<file path="src/rtl/pc_pkg.sv">
package pc_pkg;

    localparam int CTRL_RUN_BIT  = 0;
    localparam int CTRL_SNAP_BIT = 6;
    localparam int CTRL_CLR_BIT  = 8;

    localparam logic [7:0] OFS_CTRL     = 8'h00;
    localparam logic [7:0] OFS_CNT_BASE = 8'h20;

    localparam int NUM_DIR  = 2;   // 0 = transmit, 1 = receive
    localparam int NUM_KIND = 3;   // 0 = start, 1 = end, 2 = error
    localparam int NUM_SLOT = NUM_DIR * NUM_KIND;

    typedef enum logic {
        GEN_IDLE,
        GEN_SEND
    } gen_state_e;

    typedef struct packed {
        logic err;
        logic eop;
        logic sop;
    } mark_t;

    typedef struct packed {
        logic       hit_ctrl;
        logic       hit_cnt;
        logic [2:0] slot;
        logic       hi;
    } dec_t;

    function automatic dec_t decode(input logic [7:0] a);
        dec_t       d;
        logic [7:0] off;
        off        = a - OFS_CNT_BASE;
        d.hit_ctrl = (a == OFS_CTRL);
        d.hit_cnt  = (a >= OFS_CNT_BASE) && (off < 8'(NUM_SLOT * 8)) && (a[1:0] == 2'b00);
        d.slot     = off[5:3];
        d.hi       = off[2];
        return d;
    endfunction

endpackage

</file>
<file path="src/rtl/pc_gen.sv">
module pc_gen
    import pc_pkg::*;
#(
    parameter int DATA_W = 64,
    parameter int PKTS   = 16,
    parameter int BEATS  = 8
) (
    input  logic              clk,
    input  logic              rst,
    input  logic              start,
    input  logic              abort,
    input  logic              tx_ready,
    output logic              tx_valid,
    output logic [DATA_W-1:0] tx_data,
    output mark_t             tx_mark
);

    localparam int PW = (PKTS  > 1) ? $clog2(PKTS)  : 1;
    localparam int BW = (BEATS > 1) ? $clog2(BEATS) : 1;

    gen_state_e        state;
    logic [PW-1:0]     pkt;
    logic [BW-1:0]     beat;
    logic [DATA_W-1:0] seq;
    logic              last_beat;
    logic              last_pkt;

    assign last_beat = (beat == BW'(BEATS - 1));
    assign last_pkt  = (pkt  == PW'(PKTS - 1));

    always_ff @(posedge clk) begin
        if (rst || abort) begin
            state <= GEN_IDLE;
            pkt   <= '0;
            beat  <= '0;
            seq   <= '0;
        end else begin
            case (state)
                GEN_IDLE: begin
                    if (start) begin
                        state <= GEN_SEND;
                        pkt   <= '0;
                        beat  <= '0;
                        seq   <= '0;
                    end
                end
                GEN_SEND: begin
                    if (tx_ready) begin
                        seq <= seq + 1'b1;
                        if (last_beat) begin
                            beat <= '0;
                            if (last_pkt) state <= GEN_IDLE;
                            else          pkt   <= pkt + 1'b1;
                        end else begin
                            beat <= beat + 1'b1;
                        end
                    end
                end
                default: state <= GEN_IDLE;
            endcase
        end
    end

    assign tx_valid    = (state == GEN_SEND);
    assign tx_data     = seq;
    assign tx_mark.sop = (beat == '0);
    assign tx_mark.eop = last_beat;
    assign tx_mark.err = 1'b0;

endmodule

</file>
<file path="src/rtl/pc_cnt_bank.sv">
module pc_cnt_bank
    import pc_pkg::*;
#(
    parameter int CNT_W = 64
) (
    input  logic             clk,
    input  logic             rst,
    input  logic             clr,
    input  logic             take,
    input  logic             beat,
    input  mark_t            mark,
    output logic [CNT_W-1:0] live [NUM_KIND],
    output logic [CNT_W-1:0] copy [NUM_KIND]
);

    logic [NUM_KIND-1:0] hit;
    assign hit = {mark.err, mark.eop, mark.sop};

    for (genvar k = 0; k < NUM_KIND; k++) begin : g_kind
        always_ff @(posedge clk) begin
            if (rst || clr) begin
                live[k] <= '0;
                copy[k] <= '0;
            end else begin
                if (beat && hit[k]) live[k] <= live[k] + 1'b1;
                if (take)           copy[k] <= live[k];
            end
        end
    end

endmodule

</file>
<file path="src/rtl/pkt_client_stats.sv">
module pkt_client_stats
    import pc_pkg::*;
#(
    parameter int DATA_W = 64,
    parameter int CNT_W  = 64,
    parameter int PKTS   = 16,
    parameter int BEATS  = 8
) (
    input  logic              clk,
    input  logic              rst,
    input  logic              reg_wr_en,
    input  logic              reg_rd_en,
    input  logic [7:0]        reg_addr,
    input  logic [31:0]       reg_wdata,
    output logic [31:0]       reg_rdata,
    output logic              tx_valid,
    input  logic              tx_ready,
    output logic [DATA_W-1:0] tx_data,
    output logic              tx_sop,
    output logic              tx_eop,
    output logic              tx_err,
    input  logic              rx_valid,
    input  logic              rx_sop,
    input  logic              rx_eop,
    input  logic              rx_err
);

    logic  run_q;
    logic  snap_q;
    logic  ctrl_wr;
    logic  clr_p;
    logic  take_p;
    logic  start_p;
    mark_t tx_mark;
    mark_t rx_mark;

    assign ctrl_wr = reg_wr_en && (reg_addr == OFS_CTRL);
    assign clr_p   = ctrl_wr && reg_wdata[CTRL_CLR_BIT];
    assign take_p  = ctrl_wr && reg_wdata[CTRL_SNAP_BIT] && !snap_q;
    assign start_p = ctrl_wr && reg_wdata[CTRL_RUN_BIT] && !reg_wdata[CTRL_CLR_BIT] && !run_q;

    always_ff @(posedge clk) begin
        if (rst) begin
            run_q  <= 1'b0;
            snap_q <= 1'b0;
        end else if (ctrl_wr) begin
            run_q  <= reg_wdata[CTRL_RUN_BIT] && !reg_wdata[CTRL_CLR_BIT];
            snap_q <= reg_wdata[CTRL_SNAP_BIT];
        end
    end

    pc_gen #(.DATA_W(DATA_W), .PKTS(PKTS), .BEATS(BEATS)) u_gen (
        .clk      (clk),
        .rst      (rst),
        .start    (start_p),
        .abort    (clr_p),
        .tx_ready (tx_ready),
        .tx_valid (tx_valid),
        .tx_data  (tx_data),
        .tx_mark  (tx_mark)
    );

    assign tx_sop = tx_mark.sop;
    assign tx_eop = tx_mark.eop;
    assign tx_err = tx_mark.err;

    assign rx_mark.sop = rx_sop;
    assign rx_mark.eop = rx_eop;
    assign rx_mark.err = rx_err;

    logic             dir_beat  [NUM_DIR];
    mark_t            dir_mark  [NUM_DIR];
    logic [CNT_W-1:0] bank_live [NUM_DIR][NUM_KIND];
    logic [CNT_W-1:0] bank_copy [NUM_DIR][NUM_KIND];
    logic [63:0]      live_all  [8];
    logic [63:0]      copy_all  [8];

    assign dir_beat[0] = tx_valid && tx_ready;
    assign dir_mark[0] = tx_mark;
    assign dir_beat[1] = rx_valid;
    assign dir_mark[1] = rx_mark;

    for (genvar g = 0; g < NUM_DIR; g++) begin : g_dir
        pc_cnt_bank #(.CNT_W(CNT_W)) u_bank (
            .clk  (clk),
            .rst  (rst),
            .clr  (clr_p),
            .take (take_p),
            .beat (dir_beat[g]),
            .mark (dir_mark[g]),
            .live (bank_live[g]),
            .copy (bank_copy[g])
        );
        for (genvar k = 0; k < NUM_KIND; k++) begin : g_flat
            assign live_all[g*NUM_KIND+k] = 64'(bank_live[g][k]);
            assign copy_all[g*NUM_KIND+k] = 64'(bank_copy[g][k]);
        end
    end

    for (genvar s = NUM_SLOT; s < 8; s++) begin : g_pad
        assign live_all[s] = '0;
        assign copy_all[s] = '0;
    end

    dec_t        dec;
    logic [63:0] sel;
    logic [31:0] rd_word;
    logic [31:0] ctrl_view;

    always_comb begin
        ctrl_view                = '0;
        ctrl_view[CTRL_RUN_BIT]  = run_q;
        ctrl_view[CTRL_SNAP_BIT] = snap_q;
    end

    always_comb begin
        dec     = decode(reg_addr);
        sel     = snap_q ? copy_all[dec.slot] : live_all[dec.slot];
        rd_word = '0;
        if (dec.hit_ctrl)      rd_word = ctrl_view;
        else if (dec.hit_cnt)  rd_word = dec.hi ? sel[63:32] : sel[31:0];
    end

    always_ff @(posedge clk) begin
        if (rst)            reg_rdata <= '0;
        else if (reg_rd_en) reg_rdata <= rd_word;
    end

endmodule

</file>
<file path="config.mk">
export PLATFORM = sky130hd
export DESIGN_NAME = pkt_client_stats
export DESIGN_NICKNAME = d
export VERILOG_FILES = /design/src/rtl/pc_pkg.sv /design/src/rtl/pc_gen.sv /design/src/rtl/pc_cnt_bank.sv /design/src/rtl/pkt_client_stats.sv
export SDC_FILE = /design/constraint.sdc
export NUM_CORES = 2
export LEC_CHECK = 0
export BUFFER_PORTS_ARGS = -buffer_cell sky130_fd_sc_hd__buf_2
export CAP_MARGIN = 20
export CORE_MARGIN = 5
export CORE_UTILIZATION = 55
export CTS_BUF_LIST = sky130_fd_sc_hd__clkbuf_2 sky130_fd_sc_hd__clkbuf_4 sky130_fd_sc_hd__clkbuf_8
export DETAILED_ROUTE_END_ITERATION = 7
export PLACE_DENSITY = 0.7
export SETUP_SLACK_MARGIN = 0.5
export SYNTH_ARGS = -nofsm -noshare
export SYNTH_HDL_FRONTEND = slang
export SYNTH_SLANG_ARGS = --single-unit
</file>
<file path="constraint.sdc">
create_clock -name clk -period 3.65 [get_ports clk]
set_clock_uncertainty 0.2 [all_clocks]
set_input_delay 0.5475 -clock clk [delete_from_list [all_inputs] [get_ports clk]]
set_output_delay 0.5475 -clock clk [all_outputs]
set_load 0.1 [all_outputs]
</file>
* Yosys cells after proc, flatten, opt, wreduce, memory -nomap -nowiden
Index checks and enable logic that the tools add are counted.
Word-level totals: register bits after elaboration 746, logic and storage cells 89
Operators by class: multiplexer cells 27, equal/unequal tests 6, reductions and logical operators 25, bitwise logic cells 2, magnitude comparators 3, add/subtract/negate cells 9
Operators by type and width (number):
- 2-to-1 mux 64 bit | 7
- adder 64 x 1 -> 64 bit, second input constant | 6
- binary-select mux 64 bit (select 3 bit) | 2
- case mux 64 bit (2 select lines) | 1
- 2-to-1 mux 32 bit | 3
- logical AND 1 bit | 16
- 2-to-1 mux 4 bit | 4
- 2-to-1 mux 3 bit | 3
- greater-or-equal comparator 8 x 6 -> 1 bit, second input constant | 1
- logical NOT 8 bit | 1
- < comparator 8 x 6 -> 1 bit, second input constant | 1
- != test 2 bit, second input constant | 4
- case mux 4 bit (2 select lines) | 1
- subtractor 8 x 6 -> 8 bit, second input constant | 1
- case mux 3 bit (2 select lines) | 1
- adder 4 x 1 -> 4 bit, second input constant | 1
- equality test 4 bit, second input constant | 1
- greater-or-equal comparator 4 bit, second input constant | 1
- 2-to-1 mux 1 bit | 4
- inverter 3 -> 4 bit | 1
- AND reduction 4 bit | 1
- adder 3 x 1 -> 3 bit, second input constant | 1
- equality test 3 bit, second input constant | 1
- logical NOT 1 bit | 3
- 6 further kinds | 6

* Depth between registers and ports, before layout
depth after elaboration 9, mapped depth 9, gate-level depth less buffers 7

* Cells and area by module
Synthesis repeated with hierarchy kept, for this count alone.
Second synthesis, totals: cell total of the unflattened synthesis 4984, area total of the unflattened synthesis 43948.4 sq um
By module, submodules not included:
- pc_cnt_bank | sequential area each 7687.4 sq um, times used 2, cells each 1707, area an instance 15608.7 sq um
- pkt_client_stats | sequential area each 680.7 sq um, times used 1, cells each 1115, area an instance 8944.8 sq um
- pc_gen | sequential area each 1441.4 sq um, times used 1, cells each 455, area an instance 3786.1 sq um

* Worst setup path before layout
No wires, ideal clock.
path type register -> register, from register u_gen.beat[0], to register g_dir[0].u_bank.live[127] in the netlist's numbering, stages on the path, launching flop included 9, library setup time 0.123 ns, path buffers 1, setup slack -0.115 ns, arrival time 3.442 ns, path through dfxtp_1 > ha_1 > ha_1 > nand4_1 > or4_1 > buf_2 > or4_4 > or4_1 > mux2_1
On the way: cells in the longest elaborated chain, start to end 2
RTL lines:
- start: declaration | RTL line pc_gen.sv:23 | logic [BW-1:0] beat;
- start signal: assignment | RTL line pc_gen.sv:55 | beat <= beat + 1'b1;
- equality test 3 bit | RTL line pc_gen.sv:28 | assign last_beat = (beat == BW'(BEATS - 1));
- via tx_eop | RTL line pkt_client_stats.sv:20 | output logic tx_eop,
- logical AND 1 bit | RTL line pc_cnt_bank.sv:25 | if (beat && hit[k]) live[k] <= live[k] + 1'b1;
- end signal: indexed assignment | RTL line pc_cnt_bank.sv:25
- end: declaration | RTL line pc_cnt_bank.sv:12 | output logic [CNT_W-1:0] live [NUM_KIND],
The timed path passes the listed nets, and every way through them passes these cells. A chain may end at the register's enable or synchronous reset.

* Worst setup path in the final report
from register u_gen.beat[1], to register g_dir[0].u_bank.live[127] in the netlist's numbering
On the way: cells in the longest elaborated chain, start to end 2
RTL lines (RTL line):
- equality test 3 bit | pc_gen.sv:28
- logical AND 1 bit | pc_cnt_bank.sv:25
No other way between the ends.

==> impl_metrics.json <==
{
  "routedWlPerCell_um": 21.40,
  "track_usage_pct": 32.11,
  "ant_nets": 0,
  "vias": 35480,
  "avgSynthCellArea_sq_um": 7.968,
  "hold-worst-slack_ns": 0.06250,
  "insertion_delay_ns": 0.77,
  "synth_cell_types": 70,
  "via_per_inst": 6.321,
  "placed_area_sq_um": 38550,
  "relSlewSlack_pct": 40.09,
  "start_util_pct": 55.50,
  "final_max_slew_viol_count": 0,
  "rr_worst_depth": 7,
  "hp-start": "rst",
  "place_congestion": 0.9399,
  "start_kind": "flip-flop",
  "synthCells": 4580,
  "grt_pass1_vias": 31760,
  "synth_fp_nets": 4640,
  "rows": 94,
  "synth.cell_area_sq_um": 36490,
  "ys.flop_type": "dfxtp_1",
  "grt-ovfl-total": 0,
  "cts_tree": "yes",
  "swShare_pct": 23.92,
  "timing_hold_violations_final": 0,
  "peakVddDrop_uv": 265.7,
  "cts.sinks": 746,
  "seq_power_share_pct": 49.6,
  "status": "finished with violations",
  "rsz0062_at_grt": "false",
  "wl_um": 120100,
  "holdPathEnd": "snap_q",
  "combPwrFrac_pct": 3.6,
  "hold_class": "in -> reg",
  "ys_ff_latch": 746,
  "criticalPathCategory": "reg -> reg",
  "finalCritPeriodShare_pct": 84.35,
  "p_per_area_nw_per_um2": 398.6,
  "drive_gt1_share_pct": 12.10,
  "mostFrequentLayoutCells": "nand2_1 (820), dfxtp_1 (741), a21oi_1 (617)",
  "yosys_warnings": 0,
  "firstDrtPassIters": 8,
  "cts_root_buf": "clkbuf_8",
  "reg2reg_slack_ns": 0.57,
  "ys_seq_area_share_pct": 40.93,
  "die_h_um": 267.6,
  "drv_cap": 0,
  "drc_errors": 2,
  "power.leakage_nw": 13.53,
  "r2r_start": "u_gen.beat[1]",
  "postLayoutCoreUtil_pct": 62.75,
  "fp.coreArea_sq_um": 65750,
  "final_area_sq_um": 41260,
  "grt_pass1_wl_um": 184500,
  "dp_hpwl_um": 83320,
  "cts.path.max_buffers": 3,
  "setup_tns_ns": 0,
  "cp.required_ns": 4.09,
  "cts_buffers": 121,
  "nNetsFinal": 4708,
  "r2r-end": "g_dir[0].u_bank.live[127]",
  "clkTransAtPathRegs_ns": 0.07,
  "min_period_ns": 3.079,
  "fmax_mhz": 324.8,
  "antenna_found_initial": 3,
  "synth-edff-count": 0,
  "failed_checks": "DRC",
  "power_frac_clock_pct": 46.9,
  "tightest_slew_ns": 0.8986,
  "p_int_w": 0.01251,
  "io_pins": 149,
  "finalSetupViolCount": 0,
  "final_common_cell": "nand2_1",
  "worstPathMaxFanout": 4,
  "dieArea_sq_um": 71600,
  "ys_async_sr_fraction_pct": 0,
  "htree_levels": 3,
  "grt_max_degree": 92,
  "synthToLayoutAreaGrowth_pct": 13.06,
  "arrival_ns": 3.52,
  "holdPathStages": 3,
  "end_kind": "flip-flop",
  "io_buffers": 118,
  "p_switching_w": 0.003934,
  "drtIter0Drc": 3925,
  "fp.dieW_um": 267.6
}
[cells by family (layout without fill, tap and decap cells)]
| family | after synthesis | count (layout) | synth area share, % |
|---|---|---|---|
| buffers and inverters | 424 | 589 | 4.516 |
| multiplexers | 261 | 261 | 7.416 |
| XOR/XNOR | 165 | 165 | 3.960 |
| AND/OR/NAND/NOR | 1866 | 1866 | 24.69 |
| AO/OA/AOI/OAI | 1106 | 1106 | 18.11 |
| adder cells (fa/ha/maj) | 11 | 11 | 0.3772 |
| other | 1 | 5 | 0.01028 |
| flip-flops | 746 | 746 | 40.93 |
[timing repair]
| item | CTS | global route |
|---|---|---|
| hold endpoints to repair | 7 | 0 |
| resized for setup | 1 | 3 |
| hold buffers | 8 | 0 |
| endpoints found under the setup margin | 7 | 20 |
| pin swaps | 3 | 2 |
| gates cloned | 0 | 0 |
| setup buffers | 0 | 4 |
[state kept, by name, summed over array words and instances, names as in the netlist]
register	cells
snap_q	1
u_gen.tx_data	64
g_dir.u_bank.copy	320
run_q	1
u_gen.pkt	4
u_gen.tx_valid	1
reg_rdata	32
g_dir.u_bank.live	320
u_gen.beat	3
[how the worst max path moves through the flow]
stage | from | end
floorplan | u_gen.beat[1] | g_dir[0].u_bank.live[127]
global placement | reg_addr[5] | u_gen.tx_data[39]
detailed placement | reg_addr[5] | u_gen.tx_data[63]
CTS | u_gen.beat[1] | g_dir[0].u_bank.live[124]
global route | g_dir[1].u_bank.live[103] | g_dir[1].u_bank.live[121]
finish | u_gen.beat[1] | g_dir[0].u_bank.live[127]
[critical path: stages (launching register included)]
cell and delay [ns]:
dfxtp_1 0.37, ha_2 0.21, ha_4 0.15, nand4_1 0.24, or4_4 0.50, or4_4 0.52
or4_1 0.45, mux2_1 0.33
[power groups by stage]
stage,combinational (W),sequential [W],clock [W]
6_report,0.000587,0.00815,0.00771
5_1_grt,0.000607,0.00815,0.00812
4_1_cts,0.000571,0.00815,0.00775
3_5_place_dp,0.000565,0.00833,0
3_3_place_gp,0.000564,0.00833,0
2_1_floorplan,0.000346,0.00833,0
[per-layer routing]
layer / global-route usage, % / share of wire [%] / wire length [um]
met1: 45.70 / 43 / 51880
met5: 0 / 0 / 0
met4: 11.25 / 3.6 / 4375
met2: 48.59 / 44 / 52290
met3: 6.752 / 9.6 / 11550
[final cells by class]
class | count | area (sq um)
Antenna cell | 4 | 10.01
Clock buffer | 192 | 2424
Clock inverter | 28 | 148.9
Fill cell | 5799 | 24490
Inverter | 59 | 221.5
Multi-Input combinational cell | 3410 | 19970
Sequential cell | 746 | 14940
Tap cell | 864 | 1081
Timing Repair Buffer | 310 | 2459
[cell usage after synthesis, types with 4 or more instances]
master     number  share of area, %
o21a_1          6              0.12
o2bb2ai_1      55               1.3
o211ai_1       11              0.23
o2111ai_1       5              0.12
clkbuf_1      287               3.0
xor2_1         70               1.7
o22ai_1        63               1.1
nor2b_1         5             0.086
nor4_1         54              0.93
nand4b_1        7              0.17
buf_2          42              0.58
nand2_1       821               8.4
mux2i_1       249               6.8
a211oi_1        6              0.12
and2_1         13              0.22
or4_4           4              0.12
mux4_2          7              0.43
nand3_1       158               2.2
or4_1         138               2.8
mux2_2          4              0.12
nand4_1       160               2.7
o31ai_1       123               2.5
and4_1         34              0.82
a21oi_1       617               8.5
and3_1         44              0.75
inv_1          59              0.61
o21ai_0       122               1.7
o221ai_1       30              0.72
a2111oi_0       4             0.096
or2_2          11              0.19
dfxtp_1       746                41
nor2_1        284               2.9
nand2b_1        7              0.12
or3_1          62               1.1
a22oi_1         5              0.10
ha_1           11              0.38
a221o_1        30              0.82
xnor2_1        95               2.3
buf_1          35              0.36
nor3_1         45              0.62
[metrics by stage]
stage / setup slack [ns] / total power, W / instances
detailed placement: 0.2798 / 0.008898 / 5377
finish: 0.5714 / 0.01645 / 5613
CTS: 0.5010 / 0.01648 / 5605
floorplan: 0.4494 / 0.008678 / 4580
global placement: 0.3460 / 0.008898 / 5377
global route: 0.5059 / 0.01688 / 5610
Power figures use the tool's default switching activity.
